`src/rtl/busreq_pkg.sv`:
```
package busreq_pkg;

  typedef enum logic [1:0] {
    REL_DONE    = 2'd0,
    REL_ON_REQ  = 2'd1,
    REL_TIMEOUT = 2'd2,
    REL_SPARE   = 2'd3
  } relPolicy_t;

  typedef enum logic [1:0] {
    ST_IDLE = 2'd0,
    ST_WAIT = 2'd1,
    ST_OWN  = 2'd2
  } ownState_t;

  typedef struct packed {
    logic latchLevel;
    logic driveReq;
    logic timerLoad;
  } ctrlStrobe_t;

endpackage

```
`src/rtl/busReqPath.sv`:
```
module busReqPath
  import busreq_pkg::*;
#(
  parameter int NUM_LEVELS    = 4,
  parameter int DEFAULT_LEVEL = 3,
  parameter int TIMER_W       = 16,
  localparam int LEVEL_W      = $clog2(NUM_LEVELS)
) (
  input  logic                  clk,
  input  logic                  rstN,
  input  ctrlStrobe_t           strobe,
  input  logic                  cfgLevelEn,
  input  logic [LEVEL_W-1:0]    cfgLevel,
  input  logic [TIMER_W-1:0]    holdReload,
  input  logic [NUM_LEVELS-1:0] otherReq,
  output logic [NUM_LEVELS-1:0] busReqOut,
  output logic                  timerZero,
  output logic                  anyOther
);

  logic [LEVEL_W-1:0] levelReg;
  logic [TIMER_W-1:0] timerCnt;

  always_ff @(posedge clk) begin
    if (!rstN) begin
      levelReg <= LEVEL_W'(DEFAULT_LEVEL);
    end else if (strobe.latchLevel) begin
      levelReg <= cfgLevelEn ? cfgLevel : LEVEL_W'(DEFAULT_LEVEL);
    end
  end

  always_ff @(posedge clk) begin
    if (!rstN) begin
      timerCnt <= '0;
    end else if (strobe.timerLoad) begin
      timerCnt <= holdReload;
    end else if (timerCnt != '0) begin
      timerCnt <= timerCnt - 1'b1;
    end
  end

  for (genvar g = 0; g < NUM_LEVELS; g++) begin : gReqLine
    assign busReqOut[g] = strobe.driveReq && (levelReg == LEVEL_W'(g));
  end

  assign timerZero = (timerCnt == '0);
  assign anyOther  = |otherReq;

  AST_REQ_ONEHOT: assert property (@(posedge clk) disable iff (!rstN)
    $onehot0(busReqOut));

  AST_TIMER_RELOAD: assert property (@(posedge clk) disable iff (!rstN)
    strobe.timerLoad |=> (timerCnt == $past(holdReload)));

endmodule

```
`src/rtl/busReqCtrl.sv`:
```
module busReqCtrl
  import busreq_pkg::*;
(
  input  logic        clk,
  input  logic        rstN,
  input  logic        xferActive,
  input  logic        lockIn,
  input  logic        busGrant,
  input  logic        othersReq,
  input  logic        timerZero,
  input  logic [1:0]  policy,
  output ctrlStrobe_t strobe,
  output logic        busy
);

  ownState_t  state, stateNext;
  relPolicy_t pol;
  logic       releaseNow;

  assign pol = relPolicy_t'(policy);

  always_comb begin
    releaseNow = 1'b0;
    if (state == ST_OWN && !lockIn && !xferActive) begin
      case (pol)
        REL_ON_REQ:  releaseNow = othersReq;
        REL_TIMEOUT: releaseNow = timerZero;
        default:     releaseNow = 1'b1;
      endcase
    end
  end

  always_comb begin
    stateNext = state;
    case (state)
      ST_IDLE: if (xferActive) stateNext = ST_WAIT;
      ST_WAIT: if (busGrant)   stateNext = ST_OWN;
      ST_OWN:  if (releaseNow) stateNext = ST_IDLE;
      default: stateNext = ST_IDLE;
    endcase
  end

  always_ff @(posedge clk) begin
    if (!rstN) state <= ST_IDLE;
    else       state <= stateNext;
  end

  always_comb begin
    strobe.latchLevel = (state == ST_IDLE) && xferActive;
    strobe.driveReq   = (state == ST_WAIT);
    strobe.timerLoad  = xferActive;
  end

  assign busy = (state == ST_OWN);

  AST_GRANT_TO_BUSY: assert property (@(posedge clk) disable iff (!rstN)
    (state == ST_WAIT && busGrant) |=> busy);

  AST_DONE_RELEASE: assert property (@(posedge clk) disable iff (!rstN)
    (busy && policy == 2'd0 && !xferActive && !lockIn) |=> !busy);

  AST_ROR_HOLD: assert property (@(posedge clk) disable iff (!rstN)
    (busy && policy == 2'd1 && !othersReq) |=> busy);

  AST_LOCK_KEEPS: assert property (@(posedge clk) disable iff (!rstN)
    (busy && lockIn) |=> busy);

  AST_STRAY_GRANT: assert property (@(posedge clk) disable iff (!rstN)
    (state == ST_IDLE && !xferActive && busGrant) |=> !busy);

endmodule

```
`src/rtl/busRequester.sv`:
```
module busRequester
  import busreq_pkg::*;
#(
  parameter int NUM_LEVELS    = 4,
  parameter int DEFAULT_LEVEL = 3,
  parameter int TIMER_W       = 16,
  localparam int LEVEL_W      = $clog2(NUM_LEVELS)
) (
  input  logic                  clk,
  input  logic                  rstN,
  input  logic                  cfgLevelEn,
  input  logic [LEVEL_W-1:0]    cfgLevel,
  input  logic [1:0]            policy,
  input  logic [TIMER_W-1:0]    holdReload,
  input  logic                  xferActive,
  input  logic                  lockIn,
  input  logic                  busGrant,
  input  logic [NUM_LEVELS-1:0] otherReq,
  output logic [NUM_LEVELS-1:0] busReqOut,
  output logic                  busBusy
);

  ctrlStrobe_t strobe;
  logic        timerZero;
  logic        anyOther;

  busReqCtrl uCtrl (
    .clk        (clk),
    .rstN       (rstN),
    .xferActive (xferActive),
    .lockIn     (lockIn),
    .busGrant   (busGrant),
    .othersReq  (anyOther),
    .timerZero  (timerZero),
    .policy     (policy),
    .strobe     (strobe),
    .busy       (busBusy)
  );

  busReqPath #(
    .NUM_LEVELS    (NUM_LEVELS),
    .DEFAULT_LEVEL (DEFAULT_LEVEL),
    .TIMER_W       (TIMER_W)
  ) uPath (
    .clk        (clk),
    .rstN       (rstN),
    .strobe     (strobe),
    .cfgLevelEn (cfgLevelEn),
    .cfgLevel   (cfgLevel),
    .holdReload (holdReload),
    .otherReq   (otherReq),
    .busReqOut  (busReqOut),
    .timerZero  (timerZero),
    .anyOther   (anyOther)
  );

  AST_NO_REREQ_WHILE_OWN: assert property (@(posedge clk) disable iff (!rstN)
    busBusy |-> (busReqOut == '0));

endmodule

```
`config.mk`:
```
export PLATFORM = sky130hd
export DESIGN_NAME = busRequester
export DESIGN_NICKNAME = d
export VERILOG_FILES = /design/src/rtl/busreq_pkg.sv /design/src/rtl/busReqPath.sv /design/src/rtl/busReqCtrl.sv /design/src/rtl/busRequester.sv
export SDC_FILE = /design/constraint.sdc
export NUM_CORES = 1
export LEC_CHECK = 0
export ABC_AREA = 1
export BUFFER_PORTS_ARGS = -buffer_cell sky130_fd_sc_hd__buf_2
export CAP_MARGIN = 20
export CORE_MARGIN = 1.5
export CORE_UTILIZATION = 51
export DETAILED_ROUTE_END_ITERATION = 12
export PLACE_DENSITY = 0.78
export SLEW_MARGIN = 20
export SYNTH_ARGS = -nofsm -noshare
export SYNTH_HDL_FRONTEND = slang
export SYNTH_SLANG_ARGS = --single-unit
```
`constraint.sdc`:
```
create_clock -name clk -period 1.55 [get_ports clk]
set_input_delay 0.155 -clock clk [delete_from_list [all_inputs] [get_ports clk]]
set_output_delay 0.155 -clock clk [all_outputs]
set_load 0.1 [all_outputs]
```
After elaboration in Yosys (flattened, before gate mapping):

Index checks and enable logic that the tools add are counted.

* $add $sub $neg: 1
* eq/ne operators: 10
* mux-type cells: 9
* reduce and logical (&&, ||, !) cells: 16

Operators with widths (number)
* $mux 16: 2
* $logic_not 16->1: 1
* $reduce_bool 16->1: 1
* $sub 16x1->16 const B: 1
* $eq 2x2->1 const B: 4
* $mux 2: 4
* $logic_and 1x1->1: 7
* $eq 2x1->1 const B: 3
* $pmux 2 s3: 1
* $logic_not 2->1: 2
* $ne 2x2->1 const B: 2
* $reduce_or 4->1: 1
* $reduce_and 3->1: 1
* $logic_not 1->1: 2
* $ne 2x1->1 const B: 1
* $pmux 1 s2: 1
* $reduce_bool 2->1: 1
* $mux 1: 1

* register bits: 20
* logic and storage cells: 39

Logic depth before layout (Yosys ltp):

Gate-level depths: netlist (run 1).

* depth after elaboration: 6
* mapped depth: 9
* depth with buffers taken out: 9

Modules after synthesis:

From an unflattened synthesis (run 1), not the netlist that was laid out.

* cell total of the unflattened synthesis: 223
* area, all modules: 1410.1 um^2

Modules (own cells, without submodules)
* busReqPath: times used 1, cells each 196, area each 1244.9 um^2
* busReqCtrl: times used 1, cells each 27, area each 165.2 um^2

Worst setup path after synthesis (run 1):

Ideal clock, no wire load.

* kind: register to output
* from: register uCtrl.state[0]
* to: output busReqOut[0]
* arrival time: 2.579 ns
* setup slack: -1.184 ns
* cell stages (with the launch flop): 5
* cells stage by stage: dfxtp_1 > inv_1 > nor2_1 > inv_1 > nor3_1

* word-level cells in the longest chain between the ends: 2

RTL lines
* start, declared: RTL line busReqCtrl.sv:16 `ownState_t state, stateNext;`
* start signal, assigned: RTL line busReqCtrl.sv:45 `else state <= stateNext;`
* $eq 2x1->1: RTL line busReqCtrl.sv:50 `strobe.driveReq = (state == ST_WAIT);`
* $logic_and 1x1->1: RTL line busReqPath.sv:43 `assign busReqOut[g] = strobe.driveReq && (levelReg == LEVEL_W'(g));`
* end, declared: RTL line busRequester.sv:19 `output logic [NUM_LEVELS-1:0] busReqOut,`

No other way between the ends.

Final worst setup path (run 1):

* from: register uCtrl.state[0]
* to: output busReqOut[1]

Same word-level chain as after synthesis.

==> results of run 1 <==
## through the flow
step / setup TNS [ps] / setup slack [ps] / area [um2] / utilization / hold WS (ps)
2_1_floorplan: -1483 / -370.8 / 1300 / - / 253.6
3_3_place_gp: 0 / 17.63 / 1543 / 0.6716 / 404.4
3_5_place_dp: -426.6 / -79.86 / 1543 / 0.6716 / 409.4
4_1_cts: 0 / 9.507 / 1598 / 0.6955 / 68.59
5_1_grt: -110.6 / -36.37 / 1650 / 0.7184 / 60.30
6_report: 0 / 33.69 / 1650 / 0.7184 / 66.80
## routing by layer
| layer | part of all wire | GRT usage | wire [um] | vias up |
|---|---|---|---|---|
| li1 | - | - | - | 709 |
| met1 | 0.40 | 0.2674 | 1379 | 619 |
| met2 | 0.49 | 0.4792 | 1713 | 70 |
| met3 | 0.073 | 0.05367 | 253 | 14 |
| met4 | 0.037 | 0.1538 | 129 | 0 |
| met5 | 0 | 0 | 0 | - |
## repair_timing
action                     4_1_cts  5_1_grt
pin swaps                        1        3
setup endpoints to repair       15       15
cloned                           0        1
setup buffers                    0        2
resized for setup                5        7
## sequential cells by signal, summed over array words and instances (netlist names)
| signal | cells |
|---|---|
| uPath.levelReg | 2 |
| uCtrl.state | 2 |
| uPath.timerCnt | 16 |
## final timing paths
path / to / slack [ps] / cells after the start
worst max-delay path: busReqOut[1] / 30 / 5
worst min-delay path: uPath.timerCnt[14] / 70 / 3
worst max register to register: uPath.timerCnt[0] / 80 / 7
worst min register to register: uPath.timerCnt[0] / 530 / 1
## placed cells by master, fill, tap and decap left out, types with 5 or more instances in the layout
cell and count:
buf_2 30, a21oi_1 16, nor2_4 5, nor2_1 23, nand3_1 19, nand2_1 44, o21ai_0 6, nor2_2 5
dfxtp_1 19, inv_1 22
## cell families (layout without fill, tap and decap cells)
| kind of cell | after synthesis | count (layout) | synth area share |
|---|---|---|---|
| and+or+nand+nor | 109 | 109 | 0.3859 |
| xor gates and xnor gates | 4 | 4 | 0.02743 |
| buffers and inverters | 29 | 66 | 0.09696 |
| adders and majority gates | 4 | 4 | 0.03918 |
| AOI/OAI and AO/OA | 30 | 31 | 0.1371 |
| DFF | 20 | 20 | 0.3134 |
## critical path, delay by kind of cell, from the launching register on
| family | cells | cell delay [ps] |
|---|---|---|
| buf+inv | 3 | 370 |
| flops | 1 | 360 |
| simple gates | 2 | 320 |
## power by group through the flow
stage | Sequential, mW | Clock (mW) | Combinational [mW]
after floorplan | 0.604 | 0 | 0.332
after global placement | 0.611 | 0 | 0.427
after detailed placement | 0.613 | 0 | 0.441
after CTS | 0.603 | 0.323 | 0.457
after global routing | 0.613 | 0.345 | 0.537
final | 0.606 | 0.324 | 0.490
## layout make-up
class                   instances  area, um2
clock buffers                   4      36.28
fillers                       197      646.9
inverters                      25      93.84
multi-input cells             148      830.8
flip-flops and latches         20      401.6
well taps                      28      35.03
repair buffers                 37      252.7
==> results.md, run 1 <==
- Critical Path Start Type: flip-flop
- Total of endpoints with negative setup slack in the final report: 0
- Proportion of total power due to net switching: 0.3797
- Worst setup startpoint: uCtrl.state[0]
- Part of the total power dissipated in combinational logic: 0.345
- Die height: ~53 um
- Critical Path AT: 1360 ps
- Result of the run: finished clean
- Via count of the first global-routing pass: 1394
- Die width: 53.05 um
- Slowest cell on the critical path: dfxtp_2
- Total track usage: 0.2604
- Effective utilization at floorplan: 0.5561
- Total Routed Length: 3475 um
- Reg-to-reg critical path startpoint: uPath.timerCnt[1]
- HPWL after DPL: between 2000 and 2500 um
- Ant diodes: 0
- Total vias in the final route: 1412
- Main area contributors after synthesis: dfxtp_1, nand2_1, nand3_1, nor2_1, inv_1
- Number of port buffers: 34
- Fraction of registers with async set/reset: 0
- Clock buffer count from CTS: 3
- Crit path cell chain: inv_1 -> nor2_2 -> inv_2 -> nor3_2 -> buf_12
- Routed length per placed instance: 13.26 um
- Hold violation count in the final report: 0
- Synth unique cells: 25
- Synthesized netlist net count: 230
- EDFF count, synth: 0
- IR Drop Worst-Case VDD: 0.4980 mV
- Highest Clock Rate: 659.5 MHz
- DRC viols: 0
- Total grt overflow: 0
- Post-route minimum period: ~1500 ps
- Power per Cell Area: around 860 nW/um2
- Ports: 35
- Post-DR vias/cell: 5.389
- Sequential share of the synthesized area: 0.3134
- Die Outline Area: 2814 um2
- Sequential share of power: 0.427
- Critical path's largest stage delay: 360 ps
- Maximum capacitance violations: 0
- Instance count of the mapped netlist: 196
- Reported net switching power: between 500 and 600 uW
- Number of H-tree branching levels: 1
- Final cell count without fillers: 262
- Sink count of the clock tree: 20
- Maximum fanout count along the critical path: 5
- Clk Latency, worst-skew pair: 310 ps
- Fin Clk Skew: roughly 0.91 ps
- Kind of end point of the critical path: primary output
- Number of iterations in the first detailed-routing pass: 5
- Wire length of the first global-routing pass: 5382 um
- Quantity of hold-fixing buffers added after cts: 0
- Share of cells above drive strength 1: 0.2821
- Clock tree root buffer cell: clkbuf_4
- Transition at the pin with the smallest max-transition slack: roughly 480 ps
- Portion of synthesized cell area occupied by the leading cell type: 0.3134
- Maximum number of pins on one net before global-route repair: 15
- Crit Path Class: reg2out
- Number of placed cells counting well taps: 255
- Critical path data required time: 1390 ps
- Cell taking the most area after synthesis: dfxtp_1
- Overall Power: roughly 1.4 mW
- P_leak: between 0.7 and 0.8 nW
- Cell types with the highest counts after synthesis: nand2_1, nor2_1, inv_1
- Relative area change from synthesis to final layout: 29.19%
- Synth Register Bits: 20
- Post-synthesis instance area: 1277 um2
- Antenna-violating nets left: 0
- Remaining max-slew budget at the tightest pin: 0.6806
- Number of warnings issued by yosys: 0
- DRC violation total after the first TritonRoute iteration: 46
- Part of the cycle the worst path needs: 0.9783
- Routability Congestion: a little under 0.9
- Worst min-delay path startpoint: holdReload[14]
- Final max-slew violation count: 0
- Fin nets: about 270
- Core area: 2297 um2
- Worst Hold Class: in2reg
- Clock group share of total power: 0.228
- Cell internal power dissipation: 881.0 uW
- Clock transition at the registers of the reported paths: 120 ps
- Placement Rows: 17
- Clock tree from TritonCTS: built
- Most frequent cell after synthesis: nand2_1
- Average size of a mapped cell: between 6 and 7 um2
- Post-synth top flop: dfxtp_1
- Initial antenna violation count: 0
- Unrepaired setup endpoints after global routing: true
- CTS max path bufs: 2
(Power assumes the default switching activity.)
==> run 2: changes to the inputs <==
- PLACE_DENSITY: 0.78 -> 0.77
- SYNTH_HIERARCHICAL: default -> 1
==> results.md, run 2 <==
- Result of the run: finished clean
- Number of iterations in the first detailed-routing pass: 4 (-1)
- Post-DR vias/cell: 5.065 (-6.0%)
- Post-synth top flop: dfxtp_1
- Clock buffer count from CTS: 3 (unchanged)
- Total of endpoints with negative setup slack in the final report: 0 (unchanged)
- Ant diodes: 0 (unchanged)
- Final core area utilization: 0.7055 (-0.01290)
- Final max-slew violation count: 0 (unchanged)
- Total Routed Length: 3298 um (-5.1%)
- Number of H-tree branching levels: 1 (unchanged)
- Critical Path AT: 1310 ps (-50 ps)
- Part of the cycle the worst path needs: 0.9466 (-0.03167)
- Instance count of the mapped netlist: 223 (+14%)
- IR Drop Worst-Case VDD: 0.5604 mV (+13%)
- Number of placed cells counting well taps: 285 (+12%)
- Remaining max-slew budget at the tightest pin: 0.6596 (-0.02093)
- Effective utilization at floorplan: 0.5541 (-0.002020)
- R2R cell count: 10 (+3)
- Main area contributors after synthesis: dfxtp_1, nand2_1, inv_1, nand3_1, nor2_1
- Setup_tns: 0 ps (unchanged)
- CTS max path bufs: 2 (unchanged)
- Most frequent cell after synthesis: nand2_1
- Clock tree from TritonCTS: built
- Fin Clk Skew: 0.9810 ps (+0.06784 ps)
- DRC violation total after the first TritonRoute iteration: 81 (+76%)
- Routed length per placed instance: 11.33 um (-15%)
- Total grt overflow: 0 (unchanged)
- Clock transition at the registers of the reported paths: 110 ps (about the same)
- Crit Path Class: reg2out
- Worst hold path cell count: 3 (unchanged)
- Most used cells in the layout excluding fill and tap cells: nand2_1, buf_2, inv_1
- Number of flip-flops under the largest register name: 16 (unchanged)
- HPWL after DPL: 2544 um (+7.9%)
- Cell taking the most area after synthesis: dfxtp_1
- Total vias in the final route: 1474 (+4.4%)
- Unrepaired setup endpoints after global routing: true
- Maximum number of pins on one net before global-route repair: 21 (+6)
- Cell types with the highest counts after synthesis: nand2_1, inv_1, nor2_1
- Hold violation count in the final report: 0 (unchanged)
- Overall Power: 1.382 mW (-2.7%)
- Total track usage: 0.2279 (-0.03249)
- Via count of the first global-routing pass: 1371 (-1.6%)
- Clock tree root buffer cell: clkbuf_4
- DRC viols: 0 (unchanged)
- Maximum fanout count along the critical path: 3 (-2)
- Number of warnings issued by yosys: 6 (+6)
- Critical Path Start Type: flip-flop
- Maximum capacitance violations: 0 (unchanged)
- Final cell count without fillers: 291 (+11%)
- Antenna-violating nets left: 0 (unchanged)
- Leading registers by flop count: uPath/timerCnt (16), uCtrl/state (2), uPath/levelReg (2)
- Power per Cell Area: 769.6 nW/um2 (-11%)
- Number of port buffers: 34 (unchanged)
- Critical path data required time: 1390 ps (about the same)
- Die height: 55.58 um (+4.8%)
- Sink count of the clock tree: 20 (unchanged)
- EDFF count, synth: 0 (unchanged)
- Die width: 55.58 um (+4.8%)
- Wire length of the first global-routing pass: 5789 um (+7.6%)
- Ports: 35 (unchanged)
- Initial antenna violation count: 0 (unchanged)
- Synth Register Bits: 20 (unchanged)
- Relative area change from synthesis to final layout: 27.33%
- Synth unique cells: 27 (+8.0%)
- Average size of a mapped cell: 6.323 um2 (-3.0%)
- Post-route minimum period: 1467 ps (-49.09 ps)
- Clk Latency, worst-skew pair: 290 ps (-20 ps)
- Fin nets: 296 (+10%)
- Worst Hold Class: in2reg
- Sequential share of the synthesized area: 0.2839 (-0.02948)
- Core area: 2545 um2 (+11%)
- Kind of end point of the critical path: primary output
- Largest register by flop count: uPath/timerCnt
- Portion of synthesized cell area occupied by the leading cell type: 0.2839 (-0.02948)
- Quantity of hold-fixing buffers added after cts: 0 (unchanged)
- Highest Clock Rate: 681.6 MHz (+3.3%)
- Die Outline Area: 3089 um2 (+9.8%)
- Routability Congestion: 0.9488 (+7.5%)
- Share of cells above drive strength 1: 0.3410 (+0.05894)
- P_leak: 0.9041 nW (+16%)
- Synthesized netlist net count: 256 (+11%)
- Most common cell after layout, fill and taps aside: nand2_1
- Post-synthesis instance area: 1410 um2 (+10%)
- Fill cell count: 240 (+22%)
- Transition at the pin with the smallest max-transition slack: 510.0 ps (+31.37 ps)
- Fraction of registers with async set/reset: 0 (unchanged)
- Placement Rows: 18 (+1)
[run 2: cell types whose count changed after synthesis, sizes merged, moves of 3 or more]
cell	change
inv	+10
o211ai	-4
a21oi	-7
nor2	+5
nand3	+5
or2	+3
nand2	+13
o21ai	+3
[run 2: path summary, 6_finish.rpt]
path                          start           endpoint  slack (ps)
setup / recovery     uCtrl/state[1]            busBusy          80
hold / removal          cfgLevel[0]  uPath/levelReg[0]          70
setup reg to reg  uPath/timerCnt[1]  uPath/timerCnt[5]          90
hold reg to reg   uPath/timerCnt[0]  uPath/timerCnt[0]         480
[run 2: layout make-up]
class / instances / area (um2) / area share
inverter: 35 / 132.6 / 0.07387
tap: 30 / 37.54 / 0.02091
clock buffer: 3 / 22.52 / 0.01254
multi-input combinational: 163 / 920.9 / 0.5129
sequential: 20 / 406.6 / 0.2265
timing repair buffer: 40 / 275.3 / 0.1533
[run 2: power by group]
group | internal [mW] | switching [mW]
Sequential | 0.559 | 0.0549
Combinational | 0.199 | 0.322
Clock | 0.0904 | 0.157
[run 2: stage by stage]
stage	cell area, um2	hold WS, ps	worst slack (ps)
after floorplan	1433	223.9	-375.0
after global placement	1692	377.7	42.21
after detailed placement	1692	381.4	-6.952
after CTS	1717	68.97	6.423
after global routing	1795	83.01	-6.115
final	1795	72.21	82.78
[run 2: timing repair]
| item | CTS | global route |
|---|---|---|
| buffers inserted | 0 | 3 |
| pin swaps | 0 | 5 |
| resized for setup | 1 | 18 |
| setup endpoints to repair | 2 | 13 |
[run 2: layer usage]
metal  global-route usage  wire (um)
met5                    0          0
met4              0.06272         24
met3              0.03488        189
met2               0.3827       1556
met1               0.3027       1528
[run 2: cells by family (layout without fill, tap and decap cells)]
group                      Yosys count  after routing  share of synthesized area
AOI/OAI and AO/OA                   21             21                    0.07897
xor gates and xnor gates             3              3                    0.01864
adders and majority gates            3              3                    0.02662
buffers and inverters               40             78                     0.1162
DFF                                 20             20                     0.2839
and+or+nand+nor                    136            136                     0.4756
[run 2: critical path, cell delays in order, from the launching register on]
cell     delay (ps)
dfxtp_1         390
inv_1            60
nor2_2          120
buf_2           440
